--- src/rtl/e1LoopPkg.sv ---
package e1LoopPkg;
  localparam int CODE_W = 4;
  localparam int BIT_SYS_ACT    = 3;
  localparam int BIT_SYS_DEACT  = 2;
  localparam int BIT_LINE_ACT   = 1;
  localparam int BIT_LINE_DEACT = 0;

  typedef struct packed {
    logic setLocal;
    logic clrLocal;
    logic setRemote;
    logic clrRemote;
    logic localGate;
    logic remoteGate;
    logic loadStatus;
    logic [CODE_W-1:0] statusNext;
  } loopStrobes_t;
endpackage

--- src/rtl/e1LoopControl.sv ---
module e1LoopControl
  import e1LoopPkg::*;
(
  input  logic sysSwEn,
  input  logic lineSwEn,
  input  logic sysActPulse,
  input  logic sysDeactPulse,
  input  logic lineActPulse,
  input  logic lineDeactPulse,
  output loopStrobes_t strobes,
  output logic cfgError
);
  logic bothEn;
  logic sysOk;
  logic lineOk;
  logic [CODE_W-1:0] pulseVec;

  always_comb begin
    bothEn = sysSwEn & lineSwEn;
    sysOk  = sysSwEn & ~lineSwEn;
    lineOk = lineSwEn & ~sysSwEn;

    pulseVec = '0;
    pulseVec[BIT_SYS_ACT]    = sysActPulse;
    pulseVec[BIT_SYS_DEACT]  = sysDeactPulse;
    pulseVec[BIT_LINE_ACT]   = lineActPulse;
    pulseVec[BIT_LINE_DEACT] = lineDeactPulse;

    // a deactivate in the same cycle wins over an activate
    strobes.setLocal   = sysOk & sysActPulse & ~sysDeactPulse;
    strobes.clrLocal   = ~sysOk | sysDeactPulse;
    strobes.setRemote  = lineOk & lineActPulse & ~lineDeactPulse;
    strobes.clrRemote  = ~lineOk | lineDeactPulse;
    strobes.localGate  = sysOk;
    strobes.remoteGate = lineOk;
    strobes.loadStatus = |pulseVec;
    strobes.statusNext = pulseVec;

    cfgError = bothEn;
  end
endmodule

--- src/rtl/e1LoopDatapath.sv ---
module e1LoopDatapath
  import e1LoopPkg::*;
(
  input  logic clk,
  input  logic rst,
  input  loopStrobes_t strobes,
  input  logic staticLocal,
  input  logic staticRemote,
  output logic localLoop,
  output logic remoteLoop,
  output logic [CODE_W-1:0] codeStatus
);
  logic autoLocal;
  logic autoRemote;
  logic [CODE_W-1:0] statusReg;

  always_ff @(posedge clk) begin
    if (rst) begin
      autoLocal  <= 1'b0;
      autoRemote <= 1'b0;
      statusReg  <= '0;
    end else begin
      if (strobes.clrLocal)       autoLocal <= 1'b0;
      else if (strobes.setLocal)  autoLocal <= 1'b1;
      if (strobes.clrRemote)      autoRemote <= 1'b0;
      else if (strobes.setRemote) autoRemote <= 1'b1;
      if (strobes.loadStatus)     statusReg <= strobes.statusNext;
    end
  end

  always_comb begin
    localLoop  = (autoLocal & strobes.localGate) | staticLocal;
    remoteLoop = (autoRemote & strobes.remoteGate) | staticRemote;
    codeStatus = statusReg;
  end
endmodule

--- src/rtl/e1LoopCtrl.sv ---
module e1LoopCtrl
  import e1LoopPkg::*;
(
  input  logic clk,
  input  logic rst,
  input  logic sysSwEn,
  input  logic lineSwEn,
  input  logic staticLocal,
  input  logic staticRemote,
  input  logic sysActPulse,
  input  logic sysDeactPulse,
  input  logic lineActPulse,
  input  logic lineDeactPulse,
  output logic localLoop,
  output logic remoteLoop,
  output logic [3:0] codeStatus,
  output logic cfgError
);
  loopStrobes_t strobes;

  e1LoopControl uCtrl (
    .sysSwEn(sysSwEn), .lineSwEn(lineSwEn),
    .sysActPulse(sysActPulse), .sysDeactPulse(sysDeactPulse),
    .lineActPulse(lineActPulse), .lineDeactPulse(lineDeactPulse),
    .strobes(strobes), .cfgError(cfgError)
  );

  e1LoopDatapath uData (
    .clk(clk), .rst(rst), .strobes(strobes),
    .staticLocal(staticLocal), .staticRemote(staticRemote),
    .localLoop(localLoop), .remoteLoop(remoteLoop),
    .codeStatus(codeStatus)
  );
endmodule

--- config.mk ---
export PLATFORM = sky130hd
export DESIGN_NAME = e1LoopCtrl
export DESIGN_NICKNAME = d
export VERILOG_FILES = /design/src/rtl/e1LoopPkg.sv /design/src/rtl/e1LoopControl.sv /design/src/rtl/e1LoopDatapath.sv /design/src/rtl/e1LoopCtrl.sv
export SDC_FILE = /design/constraint.sdc
export NUM_CORES = 1
export LEC_CHECK = 0
export ABC_AREA = 1
export ABC_CLOCK_PERIOD_IN_PS = 800
export BUFFER_PORTS_ARGS = -buffer_cell sky130_fd_sc_hd__buf_2
export CORE_AREA = 2 2 39 41
export CTS_CLUSTER_SIZE = 8
export DETAILED_ROUTE_END_ITERATION = 6
export DIE_AREA = 0 0 41 43
export HOLD_SLACK_MARGIN = 0.06
export PLACE_DENSITY_LB_ADDON = 0.25
export SLEW_MARGIN = 10
export SYNTH_ARGS = -nofsm -noshare
export SYNTH_HDL_FRONTEND = slang
export SYNTH_SLANG_ARGS = --single-unit
--- constraint.sdc ---
create_clock -name clk -period 0.8 [get_ports clk]
set_input_delay 0.16 -clock clk [delete_from_list [all_inputs] [get_ports clk]]
set_output_delay 0.16 -clock clk [all_outputs]
set_load 0.02 [all_outputs]
# After elaboration in Yosys (flattened, before gate mapping)
# Index checks and enable logic that the tools add are counted.
[word_totals]
word_cells = 25
inputBits = 10
register_bits = 6
out_inout_bits = 7
[classes]
bitwise = 19
n_reduce_logical = 3
[op_table]
columns = ["op", "n"]
rows = [
  ["$and A1 B1 Y1", 9],
  ["$not A1 Y1", 6],
  ["$or A1 B1 Y1", 4],
  ["$reduce_or A2 Y1", 2],
  ["$reduce_or A4 Y1", 1],
]

# Logic depth before layout (Yosys ltp)
[logic_depth]
ltp_word = 5
mapped_depth = 4
depth_no_buf = 4

# Hierarchy
# A second synthesis with hierarchy kept.
[unflattened]
hier_cells = 57
area_unflattened_um2 = 361.6
[modules_own_cells]
columns = ["module", "cells_each", "seq_area_each_um2", "area_each_um2", "instances"]
rows = [
  ["e1LoopDatapath", 34, 120.1, 250.2, 1],
  ["e1LoopControl", 23, 0.0, 111.4, 1],
]

# Least setup slack after synthesis
# No wires, ideal clock.
[synth_path]
kind = "register to register"
startpoint = "register uData.codeStatus[0] (netlist name)"
endpoint = "register uData.statusReg[0], in the netlist uData.codeStatus[0]"
period_less_slack_ns = 0.688
setup_slack_ns = 0.112
path_stages_with_launch = 3
t_arrival_ns = 0.618
n_path_buf = 0
cell_sequence = "dfxtp_1 -> nand3_1 -> a21oi_1"
[synth_lines]
columns = ["element", "line_no", "rtl"]
rows = [
  ["end signal: assignment", "e1LoopDatapath.sv:27", "if (strobes.loadStatus) statusReg <= strobes.statusNext;"],
  ["end: declaration", "e1LoopDatapath.sv:15", "logic [CODE_W-1:0] statusReg;"],
]

# Worst setup path after layout
[layout_path]
startpoint = "register uData.autoLocal"
endpoint = "output port localLoop"
[layout_via]
elab_chain_cells = 2
[layout_rtl]
columns = ["element", "line_no", "rtl"]
rows = [
  ["start: declaration", "e1LoopDatapath.sv:13", "logic autoLocal;"],
  ["start signal: assignment", "e1LoopDatapath.sv:19", "autoLocal <= 1'b0;"],
  ["start signal: assignment", "e1LoopDatapath.sv:23", "if (strobes.clrLocal) autoLocal <= 1'b0;"],
  ["start signal: assignment", "e1LoopDatapath.sv:24", "else if (strobes.setLocal) autoLocal <= 1'b1;"],
  ["$and A1 B1 Y1", "e1LoopDatapath.sv:32", "localLoop = (autoLocal & strobes.localGate) | staticLocal;"],
  ["$or A1 B1 Y1", "e1LoopDatapath.sv:32", ""],
  ["end: declaration", "e1LoopCtrl.sv:14", "output logic localLoop,"],
]
# Every way passes these cells.

==> flow_summary.yaml <==
pwr:
  vdd.ir_drop.worst_uv: 479
  cellLeakagePower_nw: 0.262
  fin_total_pwr_mw: 0.756
  power_dens_cells_mw_per_mm2: 1580
logic_synthesis:
  synthDominantAreaCellType: "sky130_fd_sc_hd__dfxtp_1"
  syn-instance-count: 35
  synth_top_cells_by_area: "sky130_fd_sc_hd__dfxtp_1 47%, sky130_fd_sc_hd__inv_1 12%, sky130_fd_sc_hd__a21oi_1 7.9%"
  async_reset_ff_frac: 0
  synth_enable_flop_cells: 0
  area_fraction_of_the_dominant_cell_type_after_synthesis: 0.473
  synth.yosys.seq_area_share: 0.473
  postSynthRegisterBits: 6
  yosysMostFrequentCell: "sky130_fd_sc_hd__inv_1"
  ys.warnings.count: 0
  syn_nets: 45
  ranking_of_synthesized_cells_by_instance_count: "8 x sky130_fd_sc_hd__inv_1, 6 x sky130_fd_sc_hd__dfxtp_1, 4 x sky130_fd_sc_hd__a21oi_1, 4 x sky130_fd_sc_hd__nand3_1, 4 x sky130_fd_sc_hd__nor2_1"
  synth.cell_area_sq_um: 254
  synth.lib_cells_used.distinct: 9
  avgSynthCellArea_sq_um: 7.26
  synth_top_flop_cell: "sky130_fd_sc_hd__dfxtp_1"
grt:
  grt.total_usage: 0.0843
  number_of_global_route_vias_before_repair: 258
  grt_first_pass_wirelength_microns: 979
  grt_start_max_net_pins: 6
  overflow: 0
  antenna_violations_before_repair: 0
worst_hold_path:
  worst_hold_startpoint: "rst"
  holdCritPathClass: "in -> reg"
critical_path:
  startpoint_type: "register"
  r2r_cells: 4
  crit_path_top_delay_cell: "sky130_fd_sc_hd__dfxtp_2"
  worstPathRequired_ps: 640
  setup.worst_path.end_class: "output pin"
  reg2reg_slack_ps: 20
  critPathArrivalTime_ps: 840
  setup.worst_path.class: "reg -> out"
  worst_r2r_startpoint: "uData.codeStatus[1]$_SDFFE_PP0P_"
  crit_start: "uData.autoLocal$_SDFFE_PP0P_"
  regToRegEndpoint: "uData.codeStatus[1]$_SDFFE_PP0P_"
  delay_of_the_slowest_critical_path_stage_ps: 310
  worstSetupEndpoint: "localLoop"
  worst-path-max-fanout: 2
  crit_path_cells: "a21o_1 -> buf_6"
sta:
  fmax_ghz: 1.00
  period_needed_ps: 996
  setup_violations: 6
  period_share: 1.25
  timing_hold_violations_final: 0
  timing.slew.headroom: 0.879
  clock_skew_ps: 0
  grt_setup_unrepaired: "true"
  transition_time_of_the_tightest_slew_check_pin_ps: 182
  timing.final.max_slew_violations: 0
  postLayoutSetupSlackWorst_ps: -196
finish:
  layout_cell_share_with_drive_strength_beyond_1: 0.574
  flow.area_growth_from_synthesis_pct: 88.7
  fin_cells: 77
  fin_nets: 73
  layout.core_utilization: 0.346
  num_antenna_cells: 0
die:
  rows: 14
  die_area_sq_mm: 0.00176
  die_height_microns: 43
  die-width_microns: 41
  top_level_ports: 17
  floorplan_core_area_sq_mm: 0.00138
  initial_utilization: 0.184
route:
  wirelength_microns: 651
  average_wire_per_cell_in_the_routed_design_microns: 8.45
  dr_total_vias: 298
  drt_iter0_markers: 0
  detail_route.drc_violations: 0
  detail-route-antenna-nets: 0
  drt_first_pass_iters: 1
  via_per_inst: 3.87
job:
  max_cap_viols: 0
cts:
  clk-insertion-delay-late_ps: 240
  clock_sinks: 6
  clkTransAtPathRegs_ps: 40
  cts.path.max_buffers: 2
  tritoncts.num_buffers: 3
  clock-root-buffer: "sky130_fd_sc_hd__clkbuf_4"
  cts-htree-levels: 1
  tritoncts_clock_tree: "yes"
  cts_hold_buffers: 0
place:
  gp_congestion: 0.621
  place.detailed.instances: 69
  dp_hpwl_microns: 480
  port-buffer-count: 16
run_status:
  outcome: "complete, but fails checks"
  violations: "negative setup slack"
## state kept, by name, summed over array words and instances (netlist names)
| signal | flops |
|---|---|
| uData.codeStatus | 4 |
| uData.autoRemote | 1 |
| uData.autoLocal | 1 |
## cells in the final DEF (no fill, tap or decap)
cell type	n
sky130_fd_sc_hd__buf_2	10
sky130_fd_sc_hd__a21o_1	2
sky130_fd_sc_hd__nand2_1	3
sky130_fd_sc_hd__nand3_2	1
sky130_fd_sc_hd__a21oi_1	4
sky130_fd_sc_hd__nor2_1	4
sky130_fd_sc_hd__nor2_2	2
sky130_fd_sc_hd__inv_1	8
sky130_fd_sc_hd__clkbuf_4	3
sky130_fd_sc_hd__o21ai_0	1
sky130_fd_sc_hd__buf_4	7
sky130_fd_sc_hd__o21ai_1	1
sky130_fd_sc_hd__dfxtp_2	6
sky130_fd_sc_hd__buf_6	6
sky130_fd_sc_hd__nand3_1	3
## metrics by stage
step | setup WS (ps) | setup TNS, ps | cell area [sq um] | hold slack (ps)
5_1_grt | -232 | -721 | 479 | 135
2_1_floorplan | 112 | 0 | 254 | 229
4_1_cts | -208 | -610 | 459 | 130
6_report | -196 | -541 | 479 | 137
3_3_place_gp | -48.6 | -71.8 | 369 | 402
3_5_place_dp | -43.9 | -80.8 | 369 | 396
## area by class of cell
cell class	instances	area [sq um]
Timing Repair Buffer	23	170
Sequential cell	6	128
Fill cell	160	905
Clock buffer	3	22.5
Multi-Input combinational cell	21	109
Inverter	8	30.0
Tap cell	16	20.0
## metal layers
layer | track usage | up-vias | part of all wire
li1 | - | 163 | -
met1 | 0.106 | 118 | 0.48
met2 | 0.113 | 17 | 0.38
met3 | 0.0157 | 0 | 0.13
met4 | 0.0800 | 0 | 0
met5 | 0 | - | 0
## worst max-delay path, delay by kind of cell, from the launching register on
| family | cells | cell delay, ps |
|---|---|---|
| AOI/OAI and AO/OA | 1 | 160 |
| buffers and inverters | 1 | 130 |
| DFF | 1 | 310 |
## how the worst min path moves through the flow
stage | end | slack (ps) | cells past startpoint
final | uData.codeStatus[1]$_SDFFE_PP0P_ | 140 | 2
after global routing | uData.codeStatus[1]$_SDFFE_PP0P_ | 140 | 2
after CTS | uData.codeStatus[1]$_SDFFE_PP0P_ | 130 | 2
after detailed placement | uData.codeStatus[1]$_SDFFE_PP0P_ | 400 | 2
after global placement | uData.codeStatus[0]$_SDFFE_PP0P_ | 400 | 2
after floorplan | uData.codeStatus[0]$_SDFFE_PP0P_ | 230 | 1
## cells by family after synthesis
logic type             count (synthesis)  share of synthesized area
AND/OR/NAND/NOR                       13                      0.232
buffers and inverters                  8                      0.118
flip-flops                             6                      0.473
AO/OA/AOI/OAI                          8                      0.177
## power breakdown
| part | leakage, nW | total, mW | internal, mW | switching, mW |
|---|---|---|---|---|
| registers | 0.0516 | 0.325 | 0.316 | 0.00862 |
| clock network | 0.0138 | 0.272 | 0.169 | 0.102 |
| logic | 0.197 | 0.160 | 0.0837 | 0.0761 |
## repair_timing
item / CTS / global route
gates resized for setup: 18 / 2
pin swaps: 2 / 0
endpoints found under the setup margin: 6 / 6
buffers inserted: 3 / 2
Note: power is estimated with default switching activity, not from simulation.
